`src/rtl/sdmcw_pkg.sv`:
```
// Shared types for the card clock and watchdog block.
package sdmcw_pkg;
    // Level of the card clock phase being generated.
    typedef enum logic {
        PH_LOW  = 1'b0,
        PH_HIGH = 1'b1
    } clk_phase_e;

    // Number of sample strobe lanes (command, data).
    localparam int SMP_LANES = 2;
endpackage

```
`src/rtl/sdmcw_clk_div.sv`:
```
// Card clock divider. Generates a low phase of act_lo cycles followed by a
// high phase of act_hi cycles. Pending counts are adopted only when a high
// phase ends, so no period is ever cut short.
// Assumes pend_hi/pend_lo are held in registers by the parent.
module sdmcw_clk_div
    import sdmcw_pkg::*;
#(
    parameter int PH_W   = 8,
    parameter int DEF_HI = 4,
    parameter int DEF_LO = 4
) (
    input  logic            clk,
    input  logic            rst_n,
    input  logic [PH_W-1:0] pend_hi,
    input  logic [PH_W-1:0] pend_lo,
    output logic            card_clk,
    output logic            rise_evt,
    output logic [PH_W-1:0] act_hi,
    output logic [PH_W-1:0] act_lo
);
    localparam logic [PH_W-1:0] ONE = PH_W'(1);

    clk_phase_e      phase;
    logic [PH_W-1:0] cnt;
    logic            fall_evt;

    // Map a zero count to one so the clock always toggles.
    function automatic logic [PH_W-1:0] nz(input logic [PH_W-1:0] v);
        return (v == '0) ? ONE : v;
    endfunction

    // Phase end detection from the active counts.
    always_comb begin
        rise_evt = (phase == PH_LOW)  && (cnt >= act_lo - ONE);
        fall_evt = (phase == PH_HIGH) && (cnt >= act_hi - ONE);
    end

    // Phase counter and level; reload active counts at period end.
    always_ff @(posedge clk) begin
        if (!rst_n) begin
            phase  <= PH_LOW;
            cnt    <= '0;
            act_hi <= nz(PH_W'(DEF_HI));
            act_lo <= nz(PH_W'(DEF_LO));
        end else if (rise_evt) begin
            phase <= PH_HIGH;
            cnt   <= '0;
        end else if (fall_evt) begin
            phase  <= PH_LOW;
            cnt    <= '0;
            act_hi <= nz(pend_hi);
            act_lo <= nz(pend_lo);
        end else begin
            cnt <= cnt + ONE;
        end
    end

    assign card_clk = (phase == PH_HIGH);
endmodule

```
`src/rtl/sdmcw_smp_dly.sv`:
```
// Sample strobe delay. On each trigger (a rising card clock transition)
// loads the delay; emits a one-cycle strobe that many cycles after the
// first high cycle. A new trigger restarts a pending delay.
module sdmcw_smp_dly #(
    parameter int SMP_W = 4
) (
    input  logic             clk,
    input  logic             rst_n,
    input  logic             trig,
    input  logic [SMP_W-1:0] dly,
    output logic             strobe
);
    localparam logic [SMP_W-1:0] ONE = SMP_W'(1);

    logic [SMP_W-1:0] cnt;
    logic             busy;

    // Countdown from trigger to strobe.
    always_ff @(posedge clk) begin
        if (!rst_n) begin
            cnt    <= '0;
            busy   <= 1'b0;
            strobe <= 1'b0;
        end else if (trig) begin
            cnt    <= dly;
            busy   <= (dly != '0);
            strobe <= (dly == '0);
        end else if (busy) begin
            cnt    <= cnt - ONE;
            busy   <= (cnt != ONE);
            strobe <= (cnt == ONE);
        end else begin
            strobe <= 1'b0;
        end
    end
endmodule

```
`src/rtl/sdmcw_wdog.sv`:
```
// Watchdog counting card clock periods. A start strobe clears the count and
// captures the limit; the timeout pulses once when the count reaches the
// limit, after which the watchdog idles. A zero limit never expires.
module sdmcw_wdog #(
    parameter int WD_W = 24
) (
    input  logic            clk,
    input  logic            rst_n,
    input  logic            start,
    input  logic            tick,
    input  logic [WD_W-1:0] limit,
    output logic            timeout
);
    localparam logic [WD_W-1:0] ONE = WD_W'(1);

    logic [WD_W-1:0] cnt;
    logic [WD_W-1:0] lim_q;
    logic            run;
    logic            hit;

    // Limit reached on this tick.
    always_comb hit = run && tick && (lim_q != '0) && (cnt + ONE == lim_q);

    // Period counter, run flag and timeout pulse.
    always_ff @(posedge clk) begin
        if (!rst_n) begin
            cnt     <= '0;
            lim_q   <= '0;
            run     <= 1'b0;
            timeout <= 1'b0;
        end else if (start) begin
            cnt     <= '0;
            lim_q   <= limit;
            run     <= 1'b1;
            timeout <= 1'b0;
        end else begin
            timeout <= hit;
            if (hit) begin
                run <= 1'b0;
            end
            if (run && tick) begin
                cnt <= cnt + ONE;
            end
        end
    end
endmodule

```
`src/rtl/sdmmc_clk_wdog.sv`:
```
// Top of the card clock block. Holds the pending phase counts (accepted only
// for slot 0), drives the divider, two sample strobe lanes and the watchdog.
// Assumes all inputs are synchronous to clk.
module sdmmc_clk_wdog
    import sdmcw_pkg::*;
#(
    parameter int PH_W   = 8,
    parameter int SMP_W  = 4,
    parameter int WD_W   = 24,
    parameter int SLOT_W = 2,
    parameter int DEF_HI = 4,
    parameter int DEF_LO = 4
) (
    input  logic              clk,
    input  logic              rst_n,
    input  logic              cfg_wr,
    input  logic [SLOT_W-1:0] cfg_slot,
    input  logic [PH_W-1:0]   cfg_hi,
    input  logic [PH_W-1:0]   cfg_lo,
    input  logic [SMP_W-1:0]  smp_cmd_dly,
    input  logic [SMP_W-1:0]  smp_dat_dly,
    input  logic [WD_W-1:0]   wd_limit,
    input  logic              wd_start,
    output logic              card_clk,
    output logic              cmd_smp,
    output logic              dat_smp,
    output logic              wd_timeout
);
    logic [PH_W-1:0]  pend_hi;
    logic [PH_W-1:0]  pend_lo;
    logic [PH_W-1:0]  act_hi;
    logic [PH_W-1:0]  act_lo;
    logic             rise_evt;
    logic [SMP_W-1:0] lane_dly [SMP_LANES];
    logic             lane_stb [SMP_LANES];

    // Pending counts: only writes addressed to slot 0 are taken.
    always_ff @(posedge clk) begin
        if (!rst_n) begin
            pend_hi <= PH_W'(DEF_HI);
            pend_lo <= PH_W'(DEF_LO);
        end else if (cfg_wr && (cfg_slot == '0)) begin
            pend_hi <= cfg_hi;
            pend_lo <= cfg_lo;
        end
    end

    sdmcw_clk_div #(
        .PH_W   (PH_W),
        .DEF_HI (DEF_HI),
        .DEF_LO (DEF_LO)
    ) u_div (
        .clk      (clk),
        .rst_n    (rst_n),
        .pend_hi  (pend_hi),
        .pend_lo  (pend_lo),
        .card_clk (card_clk),
        .rise_evt (rise_evt),
        .act_hi   (act_hi),
        .act_lo   (act_lo)
    );

    assign lane_dly[0] = smp_cmd_dly;
    assign lane_dly[1] = smp_dat_dly;

    for (genvar g = 0; g < SMP_LANES; g++) begin : g_lane
        sdmcw_smp_dly #(
            .SMP_W (SMP_W)
        ) u_smp (
            .clk    (clk),
            .rst_n  (rst_n),
            .trig   (rise_evt),
            .dly    (lane_dly[g]),
            .strobe (lane_stb[g])
        );
    end

    assign cmd_smp = lane_stb[0];
    assign dat_smp = lane_stb[1];

    sdmcw_wdog #(
        .WD_W (WD_W)
    ) u_wdog (
        .clk     (clk),
        .rst_n   (rst_n),
        .start   (wd_start),
        .tick    (rise_evt),
        .limit   (wd_limit),
        .timeout (wd_timeout)
    );
endmodule

```
`config.mk`:
```
export PLATFORM = sky130hd
export DESIGN_NAME = sdmmc_clk_wdog
export DESIGN_NICKNAME = d
export VERILOG_FILES = /design/src/rtl/sdmcw_pkg.sv /design/src/rtl/sdmcw_clk_div.sv /design/src/rtl/sdmcw_smp_dly.sv /design/src/rtl/sdmcw_wdog.sv /design/src/rtl/sdmmc_clk_wdog.sv
export SDC_FILE = /design/constraint.sdc
export NUM_CORES = 1
export LEC_CHECK = 0
export BUFFER_PORTS_ARGS = -buffer_cell sky130_fd_sc_hd__buf_4
export CAP_MARGIN = 20
export CORE_ASPECT_RATIO = 1.4
export CORE_MARGIN = 4
export CORE_UTILIZATION = 42
export DETAILED_ROUTE_END_ITERATION = 12
export HOLD_SLACK_MARGIN = 0.02
export PLACE_DENSITY = 0.57
export SLEW_MARGIN = 20
export SYNTH_ARGS = -nofsm -noshare
export SYNTH_HDL_FRONTEND = slang
export SYNTH_SLANG_ARGS = --single-unit
export TNS_END_PERCENT = 100
```
`constraint.sdc`:
```
create_clock -name clk -period 3.26 [get_ports clk]
set_input_delay 0.163 -clock clk [delete_from_list [all_inputs] [get_ports clk]]
set_output_delay 0.163 -clock clk [all_outputs]
set_load 0.05 [all_outputs]
```
# After elaboration in Yosys (flattened, before gate mapping)
# Cells that the tools add are included.
[classes] n_addsub=6 n_lt_le_gt_ge=2 n_eq_ne=5 mux=18 bitwise_logic=3 n_reduce_logical=21
[ops] operator="adder 24 x 1 -> 24 bit (second input constant)" n=1
[ops] operator="equality test 24 bit" n=1
[ops] operator="nonzero test 24 bit" n=1
[ops] operator=">= comparator 8 bit" n=2
[ops] operator="zero test 8 bit" n=2
[ops] operator="2-to-1 mux 4 bit" n=4
[ops] operator="2-to-1 mux 8 bit" n=2
[ops] operator="subtractor 8 x 1 -> 8 bit (second input constant)" n=2
[ops] operator="2-to-1 mux 1 bit" n=12
[ops] operator="adder 8 x 1 -> 8 bit (second input constant)" n=1
[ops] operator="equality test 4 x 1 -> 1 bit (second input constant)" n=2
[ops] operator="zero test 4 bit" n=2
[ops] operator="inequality test 4 x 1 -> 1 bit (second input constant)" n=2
[ops] operator="nonzero test 2 bit" n=4
[ops] operator="nonzero test 4 bit" n=2
[ops] operator="subtractor 4 x 1 -> 4 bit (second input constant)" n=2
[ops] operator="logical AND 1 bit" n=6
[ops] operator="inverter 1 bit" n=3
[ops] operator="OR reduction 3 bit" n=1
[ops] operator="zero test 2 bit" n=1
[ops] operator="AND reduction 2 bit" n=1
[ops] operator="OR reduction 2 bit" n=1
[word_totals] register_bits=103 out_inout_bits=4

# Depth between registers and ports, before layout
# Gate-level depths: netlist (run 1).
[depth] ltp_word=8 ltp_mapped=13 ltp_nobuf=12

# Hierarchy
# A second synthesis (run 1) with hierarchy kept.
[unflattened] hier_cells=648 hier_area_um2=5798.1
[modules_own_cells] mod="sdmcw_wdog" instances=1 cells_per_inst=326 area_each_um2=2849.0 seq_area_each_um2=1001.0
[modules_own_cells] mod="sdmcw_clk_div" instances=1 cells_per_inst=182 area_each_um2=1655.3 seq_area_each_um2=500.5
[modules_own_cells] mod="sdmmc_clk_wdog" instances=1 cells_per_inst=70 area_each_um2=665.6 seq_area_each_um2=320.3
[modules_own_cells] mod="sdmcw_smp_dly" instances=2 cells_per_inst=35 area_each_um2=314.1 seq_area_each_um2=120.1

# Worst setup path after synthesis (run 1)
# No wires, ideal clock.
[synth_timing] path_type="reg-to-reg" start="reg u_div.act_lo[2]" end="reg g_lane[0].u_smp.cnt[3]" t_arrival_ps=2411 slack_ps=733 path_stages_with_launch=13 period_less_slack_ps=2527 path_cell_list="dfxtp_1 > nor2_1 > nor4b_1 > xnor2_1 > ha_1 > a21o_1 > a21o_1 > a21o_1 > a31o_2 > nand2_1 > clkbuf_1 > nand2_1 > o211a_1"
[synth_via] elab_chain_cells=4 elab_cells_between_ends=5 cone_classes="add/sub: 1; order compare: 1; mux: 1; reduce/logical: 2"
[synth_lines] element="from (decl)" line="sdmcw_clk_div.sv:19" text="output logic [PH_W-1:0] act_lo"
[synth_lines] element="from (signal assigned)" line="sdmcw_clk_div.sv:44" text="act_lo <= nz(PH_W'(DEF_LO));"
[synth_lines] element="from (signal assigned)" line="sdmcw_clk_div.sv:52" text="act_lo <= nz(pend_lo);"
[synth_lines] element="subtractor 8 x 1 -> 8 bit *" line="sdmcw_clk_div.sv:34" text="rise_evt = (phase == PH_LOW) && (cnt >= act_lo - ONE);"
[synth_lines] element=">= comparator 8 bit *" line="sdmcw_clk_div.sv:34"
[synth_lines] element="logical AND 1 bit *" line="sdmcw_clk_div.sv:34"
[synth_lines] element="2-to-1 mux 4 bit or nonzero test 2 bit (tied branches)"
[synth_lines] element="to (signal assigned)" line="sdmcw_smp_dly.sv:25" text="cnt <= dly;"
[synth_lines] element="to (signal assigned)" line="sdmcw_smp_dly.sv:29" text="cnt <= cnt - ONE;"
[synth_lines] element="to (decl)" line="sdmcw_smp_dly.sv:15" text="logic [SMP_W-1:0] cnt;"
# Every way passes the cells marked *; elsewhere a longest branch is shown, timed or not.
# A chain may end at the register's enable or synchronous reset.

# Worst setup path in the final report (run 1)
[layout_timing] start="reg u_div.act_lo[2]" end="reg u_wdog.cnt[18]"
[layout_via] elab_chain_cells=4
[layout_lines] element="subtractor 8 x 1 -> 8 bit" line="sdmcw_clk_div.sv:34"
[layout_lines] element=">= comparator 8 bit" line="sdmcw_clk_div.sv:34"
[layout_lines] element="logical AND 1 bit" line="sdmcw_clk_div.sv:34"
[layout_lines] element="logical AND 1 bit" line="sdmcw_wdog.sv:41" text="if (run && tick) begin"
[layout_lines] element="to (signal assigned)" line="sdmcw_wdog.sv:42" text="cnt <= cnt + ONE;"
[layout_lines] element="to (decl)" line="sdmcw_wdog.sv:16" text="logic [WD_W-1:0] cnt;"
# Every way passes these cells.

==> flow_summary_export.csv, run 1 <==
group,metric,value,unit
global_routing,grtUsageMet3,0.0246,
pwr,power.internal,2320,uW
critical_path,cp-start-kind,"flop",
place,hpwl,10.4,mm
critical_path,crit_arrival,3050,ps
floorplanning,core,0.0135,mm2
sta,finalCriticalPeriod,2810,ps
global_routing,grt_use_met1,0.204,
logic_synthesis,synth-async-reset-ratio,0,
logic_synthesis,syn_nets,748,
global_routing,grt_pass1_wl,23.0,mm
clocking,cts_htree_levels,3,
place,portBuffers,57,
route,wire_per_inst,15.2,um
hold_path,hold_class,"in -> reg",
logic_synthesis,avgSynthCellArea,8.67,um2
sta,setup-tns-final,0,ps
clocking,numCtsBuffers,9,
critical_path,required,3500,ps
pwr,clkPwrFrac,0.342,
place,place_congestion,0.922,
logic_synthesis,yosys_warnings,0,
sta,finalHoldViolations,0,
global_routing,antenna_found_initial,0,
global_routing,grt_remaining_overflow,0,
outcome,status,"complete, no violations",
route,vias_per_cell,5.30,
sta,clock_skew,5.92,ps
sta,worstMarginPinSlew,607,ps
logic_synthesis,yosys.cell_types.count,66,
sta,fin_crit_sh,0.861,
global_routing,grt_pass1_vias,4771,
logic_synthesis,synth_top_area_share,0.355,
sta,setup_violations,0,
sta,timing.slew.headroom,0.595,
clocking,clk_latency,350,ps
layout,final_nets,790,
floorplanning,num_rows,50,
pwr,power_frac_seq,0.444,
logic_synthesis,synth_top_cell_by_area,"dfxtp_1",
clocking,ctsLongestPathBuffers,2,
layout,fin_util,0.496,
critical_path,crit_fanout,10,
floorplanning,initial_core_util,0.432,
sta,report.final.slew_viol_count,0,
pwr,swShare,0.293,
clocking,clkTransAtPathRegs,70,ps
layout,layout-drive-gt1-share,0.138,
logic_synthesis,ys_seq_area_frac,0.355,
floorplanning,ios,58,
route,firstDrtPassIters,5,
pwr,combPwrFrac,0.214,
global_routing,met2_usage,0.327,
layout,antenna_cells,0,
logic_synthesis,postSynthCellCount,670,
route,num_vias,4765,
route,drc_errors,0,
pwr,max-vdd-ir-drop,0.257,mV
floorplanning,die_h,147,um
global_routing,grt_use_total,0.178,
logic_synthesis,ys.flop_type,"dfxtp_1",
sta,rsz0062_at_grt,"no",
logic_synthesis,synth.area.top_cells,"dfxtp_1 (35%), mux2i_1 (6.7%), xnor2_1 (6.5%)",
floorplanning,fp.dieArea,0.0158,mm2
logic_synthesis,netlist_area,0.00581,mm2
critical_path,end_kind,"flop",
critical_path,path_class,"reg -> reg",
clocking,cts_sinks,103,
clocking,cts_root_buf,"clkbuf_16",
pwr,power_density,491,mW/mm2
pwr,power_switching,959,uW
logic_synthesis,synth_common_cells,"dfxtp_1 (103), nand2_1 (78), nor2_1 (45)",
route,ant_nets,0,
route,drt_iter0_markers,186,
floorplanning,die_w,107,um
layout,syn2layout_area_growth,14.7,%
layout,fillers,1330,
logic_synthesis,ys_ff_latch,103,
flow_run,maxCapViolations,0,
global_routing,grt.busiest_layer,"met2",
logic_synthesis,yosysMostFrequentCell,"dfxtp_1",
global_routing,grt_max_degree,72,
clocking,cts_tree,"done",
logic_synthesis,synth-edff-count,0,
pwr,p_leak,0.00258,uW
route,routed_wl,13.6,mm
sta,fmax,356,MHz
## power by group through the flow
stage | clock network, uW | registers [uW] | logic [uW]
3_3_place_gp | 0 | 1480 | 686
5_1_grt | 1210 | 1470 | 802
6_report | 1120 | 1450 | 701
4_1_cts | 1160 | 1450 | 713
2_1_floorplan | 0 | 1460 | 519
3_5_place_dp | 0 | 1480 | 703
## flip-flops by register name (all words and copies together), names as in the netlist
register and flops:
u_wdog.cnt 24, u_div.act_lo 8, pend_hi 8, g_lane.u_smp.strobe 2
pend_lo 8, u_div.card_clk 1, u_div.cnt 8, g_lane.u_smp.busy 2
u_wdog.run 1, u_div.act_hi 8, u_wdog.timeout 1, u_wdog.lim_q 24
g_lane.u_smp.cnt 8
## cell families (layout without fill, tap and decap cells)
logic type      count (synthesis)  after routing  synth area share
compound gates                106            106             0.133
xor+xnor                       72             72             0.109
fa+ha+maj                      24             24            0.0517
buf+inv                        53            100            0.0409
flops                         103            103             0.355
mux                            39             39            0.0672
simple gates                  273            273             0.244
## worst max-delay path: stages (launching register included)
cell	delay, ps
dfxtp_1	350
nor2_1	150
nor4b_1	340
xnor2_1	120
ha_1	300
a21o_1	110
a21o_1	110
a21o_1	160
nand2_1	250
a2111oi_0	570
xnor2_1	180
nor2_1	50
## stage by stage
stage               worst slack [ps]  total power, uW  instance area, um2  cells  hold slack [ps]
floorplan                        733             1980                5810    670              287
global placement                 549             2170                6350    882              377
detailed placement               469             2190                6350    882              382
CTS                              456             3320                6670    899             21.4
global route                     238             3480                6670    899             54.2
finish                           452             3280                6670    899             32.1
## final cells by class
cell class / count / area [um2] / share of cell area
multi-input cells: 514 / 3510 / 0.527
flip-flops and latches: 103 / 2060 / 0.309
clock buffers: 12 / 256 / 0.0385
inverters: 20 / 75.1 / 0.0113
well taps: 182 / 228 / 0.0342
repair buffers: 64 / 483 / 0.0724
clock inverters: 4 / 51.3 / 0.00769
## per-layer routing
| metal | vias up | routed length (um) |
|---|---|---|
| li1 | 2413 | - |
| met1 | 2225 | 5500 |
| met2 | 98 | 7370 |
| met3 | 29 | 396 |
| met4 | 0 | 377 |
| met5 | - | 0 |
## cells in the final DEF (no fill, tap or decap), types with 7 or more instances in the layout
cell | synthesis | routed
o21ai_0 | 13 | 13
o211a_1 | 9 | 9
nand2_1 | 78 | 78
nor2b_1 | 39 | 39
mux2i_1 | 39 | 39
inv_1 | 20 | 20
xor2_1 | 29 | 29
a211oi_1 | 9 | 9
nand3_1 | 23 | 23
buf_4 | 4 | 63
dfxtp_1 | 103 | 103
ha_1 | 24 | 24
xnor2_1 | 43 | 43
a21boi_0 | 15 | 15
a21oi_1 | 20 | 20
nand4_1 | 12 | 12
and3_1 | 7 | 7
nor2_1 | 45 | 45
nor4_1 | 14 | 14
clkbuf_16 | 0 | 9
nor3_1 | 17 | 17
## repair_timing
action / in CTS / in global routing
setup buffers: 0 / 0
hold endpoints to repair: 1 / 0
hold buffers: 1 / 0
gates resized for setup: 0 / 0
## final timing paths
| path | startpoint | end | slack, ps | cells past startpoint |
|---|---|---|---|---|
| setup / recovery | u_div.act_lo[2]$_SDFFE_PN1P_ | u_wdog.cnt[18]$_SDFFE_PP0P_ | 450 | 11 |
| hold / removal | cfg_hi[2] | pend_hi[2]$_SDFFE_PN1P_ | 30 | 3 |
| setup reg to reg | u_div.act_lo[2]$_SDFFE_PN1P_ | u_wdog.cnt[18]$_SDFFE_PP0P_ | 450 | 11 |
| hold reg to reg | pend_lo[3]$_SDFFE_PN0P_ | pend_lo[3]$_SDFFE_PN0P_ | 480 | 2 |
No activity file was read; power rests on OpenSTA's default activity.
==> run 2: changes to the inputs <==
- clock period: 3.26 -> 3.05 ns (I/O delays scaled with it)
==> flow_summary_export.csv, run 2 (synthesized netlist as in run 1, its figures left out) <==
group,metric,value,unit
outcome,status,"complete, no violations",
sta,setup_violations,0,
global_routing,grt_use_total,0.176,
floorplanning,num_rows,50,
sta,clock_skew,11.1,ps
layout,final_nets,793,
sta,report.final.slew_viol_count,0,
critical_path,crit_buf_inv,1,
floorplanning,initial_core_util,0.432,
route,drc_errors,0,
layout,layout-drive-gt1-share,0.139,
flow_run,maxCapViolations,0,
sta,worstMarginPinSlew,612,ps
critical_path,cp_slowest_cell,"dfxtp_1",
layout,final_common_cell,"dfxtp_1",
clocking,cts_htree_levels,3,
clocking,post_cts_buffers,0,
clocking,cts_tree,"done",
layout,finalNonFillerCells,901,
layout,antenna_cells,0,
route,firstDrtPassIters,5,
critical_path,critical_path.cell_chain,"nor2_1 -> nor4b_1 -> xnor2_1 -> ha_1 -> a21o_1 -> a21o_1 -> a21o_1 -> a31o_2 -> nand2_1 -> buf_4 -> nand4_1 -> a21boi_0",
pwr,power_density,505,mW/mm2
sta,fin_crit_sh,0.922,
place,portBuffers,57,
layout,reg_top3,"u_wdog.cnt (24), u_wdog.lim_q (24)",
place,place_congestion,0.885,
sta,timing.slew.headroom,0.588,
critical_path,max_stage_delay,350,ps
floorplanning,core,0.0135,mm2
place,numPlacedInstances,884,
sta,finalHoldViolations,0,
layout,mostFrequentLayoutCells,"dfxtp_1 (103), nand2_1 (78), buf_4 (65)",
route,routed_wl,13.7,mm
layout,syn2layout_area_growth,14.4,%
floorplanning,die_h,147,um
pwr,p_leak,0.00257,uW
global_routing,grt_max_degree,72,
route,wire_per_inst,15.2,um
pwr,max-vdd-ir-drop,0.251,mV
critical_path,crit_arrival,3090,ps
clocking,clkTransAtPathRegs,70,ps
critical_path,required,3320,ps
floorplanning,fp.dieArea,0.0158,mm2
hold_path,hold_class,"in -> reg",
place,hpwl,10.5,mm
floorplanning,ios,58,
floorplanning,die_w,107,um
critical_path,crit_fanout,20,
critical_path,path_class,"reg -> reg",
sta,finalCriticalPeriod,2810,ps
critical_path,cpMostUsedCell,"a21o_1",
route,num_vias,4741,
layout,fin_util,0.494,
clocking,cts_root_buf,"clkbuf_16",
critical_path,end_kind,"flop",
sta,hold_ws,47.6,ps
global_routing,grt_remaining_overflow,0,
clocking,clk_latency,350,ps
sta,setup-tns-final,0,ps
critical_path,cp-start-kind,"flop",
clocking,ctsLongestPathBuffers,2,
sta,rsz0062_at_grt,"no",
global_routing,grt_pass1_vias,4704,
sta,fmax,356,MHz
layout,fillers,1335,
route,vias_per_cell,5.26,
critical_path,critPathTopFamily,"compound AO/OA/AOI/OAI gates",
global_routing,grt_pass1_wl,22.4,mm
route,ant_nets,0,
route,drt_iter0_markers,163,
global_routing,antenna_found_initial,0,
clocking,numCtsBuffers,9,
clocking,cts_sinks,103,
## run 2: final cells by class
class | instances | area (um2) | area share
Inverter | 20 | 75.1 | 0.0113
Sequential cell | 103 | 2060 | 0.310
Tap cell | 182 | 228 | 0.0343
Timing Repair Buffer | 67 | 508 | 0.0764
Clock buffer | 10 | 229 | 0.0344
Multi-Input combinational cell | 514 | 3510 | 0.528
Clock inverter | 5 | 33.8 | 0.00508
## run 2: worst paths after layout
path	startpoint	end	slack, ps	cells past startpoint
setup / recovery	u_div.act_lo[2]$_SDFFE_PN1P_	g_lane[0].u_smp.strobe$_SDFF_PN0_	240	12
hold / removal	smp_cmd_dly[2]	g_lane[0].u_smp.cnt[2]$_SDFFE_PN0P_	50	2
setup reg to reg	u_div.act_lo[2]$_SDFFE_PN1P_	g_lane[0].u_smp.strobe$_SDFF_PN0_	240	12
hold reg to reg	pend_hi[0]$_SDFFE_PN0P_	pend_hi[0]$_SDFFE_PN0P_	470	2
## run 2: routing by layer
metal	wire length (um)	part of all wire	global-route usage
met4	348	0.025	0.0657
met1	5520	0.40	0.190
met5	0	0	0
met3	385	0.028	0.0303
met2	7400	0.54	0.335
## run 2: timing repair
action / CTS / global route
hold endpoints to repair: 2 / 0
gates resized for setup: 0 / 0
hold buffers: 2 / 0
## run 2: stage by stage
step | setup WS, ps | cell area, um2 | power (uW)
3_3_place_gp | 338 | 6360 | 2310
3_5_place_dp | 214 | 6360 | 2340
2_1_floorplan | 523 | 5810 | 2110
6_report | 238 | 6650 | 3360
5_1_grt | 31.1 | 6650 | 3550
4_1_cts | 208 | 6650 | 3400
## run 2: power by group
part / total, uW / switching (uW) / leakage (uW) / internal [uW]
logic: 750 / 394 / 0.00161 / 356
clock network: 1050 / 505 / 0.000125 / 549
registers: 1550 / 115 / 0.000838 / 1440
==> run 3: changes to the inputs <==
- CTS_BUF_LIST: unset -> sky130_fd_sc_hd__clkbuf_8
==> flow_summary_export.csv, run 3 (synthesized netlist as in run 1, its figures left out) <==
group,metric,value,unit
critical_path,r2r_start,"u_div.act_lo[2]$_SDFFE_PN1P_",
sta,setup-tns-final,0,ps
layout,fillers,1333,
hold_path,min_from,"wd_limit[3]",
global_routing,grt_pass1_wl,22.7,mm
sta,fmax,354,MHz
critical_path,critical_path.cell_chain,"nor2_1 -> nor4b_1 -> xnor2_1 -> ha_1 -> a21o_1 -> a21o_1 -> a21o_1 -> a31o_2 -> nand2_1 -> buf_4 -> nand4_1 -> a21boi_0",
clocking,clkTransAtPathRegs,110,ps
global_routing,grt_max_degree,72,
route,ant_nets,0,
critical_path,end_kind,"flop",
place,place_congestion,0.885,
clocking,clk_latency,380,ps
critical_path,cp-startpoint,"u_div.act_lo[2]$_SDFFE_PN1P_",
global_routing,grt_use_total,0.178,
critical_path,worstRegToRegCells,12,
floorplanning,num_rows,50,
critical_path,crit_fanout,20,
global_routing,grt_pass1_vias,4751,
clocking,cts-resized-gates,0,
layout,final_common_cell,"dfxtp_1",
outcome,status,"complete, no violations",
route,routed_wl,13.8,mm
floorplanning,ios,58,
critical_path,required,3360,ps
critical_path,path_class,"reg -> reg",
route,wire_per_inst,15.0,um
floorplanning,initial_core_util,0.432,
route,num_vias,4803,
critical_path,rrSetupSlack,230,ps
place,numPlacedInstances,884,
clocking,postCtsHoldBufs,18,
place,portBuffers,57,
sta,rsz0062_at_grt,"no",
place,dpl-instance-area,0.00636,mm2
critical_path,cp-start-kind,"flop",
floorplanning,die_h,147,um
place,hpwl,10.5,mm
sta,report.final.slew_viol_count,0,
layout,final_nets,809,
layout,fin_util,0.499,
layout,finalNonFillerCells,917,
layout,reg_top3,"u_wdog.cnt (24), u_wdog.lim_q (24)",
sta,worstMarginPinSlew,634,ps
route,firstDrtPassIters,4,
clocking,numCtsBuffers,9,
clocking,ctsLongestPathBuffers,2,
critical_path,cp_slowest_cell,"dfxtp_1",
pwr,power.total,3080,uW
critical_path,crit_buf_inv,1,
critical_path,critPathTopFamily,"compound AO/OA/AOI/OAI gates",
critical_path,worstSetupPathDepth,12,
route,vias_per_cell,5.24,
layout,layout-drive-gt1-share,0.136,
clocking,cts_root_buf,"clkbuf_8",
sta,finalCriticalPeriod,2820,ps
critical_path,cpMostUsedCell,"a21o_1",
clocking,cts_tree,"done",
clocking,post_cts_buffers,0,
critical_path,max_stage_delay,360,ps
route,drc_errors,0,
hold_path,hold_class,"in -> reg",
flow_run,maxCapViolations,0,
global_routing,grt_remaining_overflow,0,
pwr,max-vdd-ir-drop,0.252,mV
critical_path,critPathCapture,"g_lane[0].u_smp.strobe$_SDFF_PN0_",
layout,antenna_cells,0,
clocking,cts_htree_levels,3,
sta,clock_skew,17.3,ps
critical_path,reg2reg_to,"g_lane[0].u_smp.strobe$_SDFF_PN0_",
route,drt_iter0_markers,161,
floorplanning,core,0.0135,mm2
sta,fin_crit_sh,0.926,
layout,mostFrequentLayoutCells,"dfxtp_1 (103), nand2_1 (78), buf_4 (65)",
global_routing,antenna_found_initial,0,
sta,setup_violations,0,
critical_path,crit_arrival,3130,ps
pwr,power_density,460,mW/mm2
layout,design_area,0.00671,mm2
layout,syn2layout_area_growth,15.4,%
hold_path,holdPathStages,3,
sta,timing.slew.headroom,0.573,
clocking,cts_sinks,103,
floorplanning,fp.dieArea,0.0158,mm2
pwr,p_leak,0.00259,uW
sta,finalHoldViolations,0,
floorplanning,die_w,107,um
## run 3: tightest hold or removal path: cells and delay by family
kind                   cells  cell delay [ps]
AND/OR/NAND/NOR            1              100
buffers and inverters      1               80
multiplexers               1               50
## run 3: per-stage QoR
stage / setup slack [ps] / hold slack (ps)
after floorplan: 523 / 277
after global placement: 338 / 367
after detailed placement: 214 / 372
after CTS: 208 / 20.2
after global routing: 18.4 / 39.8
final: 226 / 27.4
## run 3: where the power goes
part	total (uW)	internal, uW	leakage [uW]	switching, uW
combinational	765	369	0.00167	396
clock	765	290	0.0000827	476
sequential	1550	1440	0.000838	116
total	3080	2090	0.00259	987
## run 3: area by class of cell
type / count / area (um2) / share of cell area
clock buffers: 9 / 124 / 0.0185
clock inverters: 6 / 37.5 / 0.00560
inverters: 20 / 75.1 / 0.0112
multi-input cells: 514 / 3510 / 0.524
flip-flops and latches: 103 / 2060 / 0.307
well taps: 182 / 228 / 0.0340
repair buffers: 83 / 668 / 0.0996
## run 3: routing by layer
metal | vias to the layer above | track usage | wire [um] | part of all wire
met5 | - | 0 | 0 | 0
met4 | 0 | 0.0714 | 393 | 0.029
met3 | 24 | 0.0224 | 416 | 0.030
met2 | 88 | 0.336 | 7430 | 0.54
met1 | 2222 | 0.197 | 5530 | 0.40
li1 | 2469 | - | - | -
## run 3: worst min path at each step
stage                                   end
2_1_floorplan       pend_hi[2]$_SDFFE_PN1P_
3_3_place_gp        pend_hi[2]$_SDFFE_PN1P_
3_5_place_dp        pend_hi[2]$_SDFFE_PN1P_
4_1_cts             pend_lo[5]$_SDFFE_PN0P_
5_1_grt        u_wdog.lim_q[1]$_SDFFE_PN0P_
6_report       u_wdog.lim_q[3]$_SDFFE_PN0P_
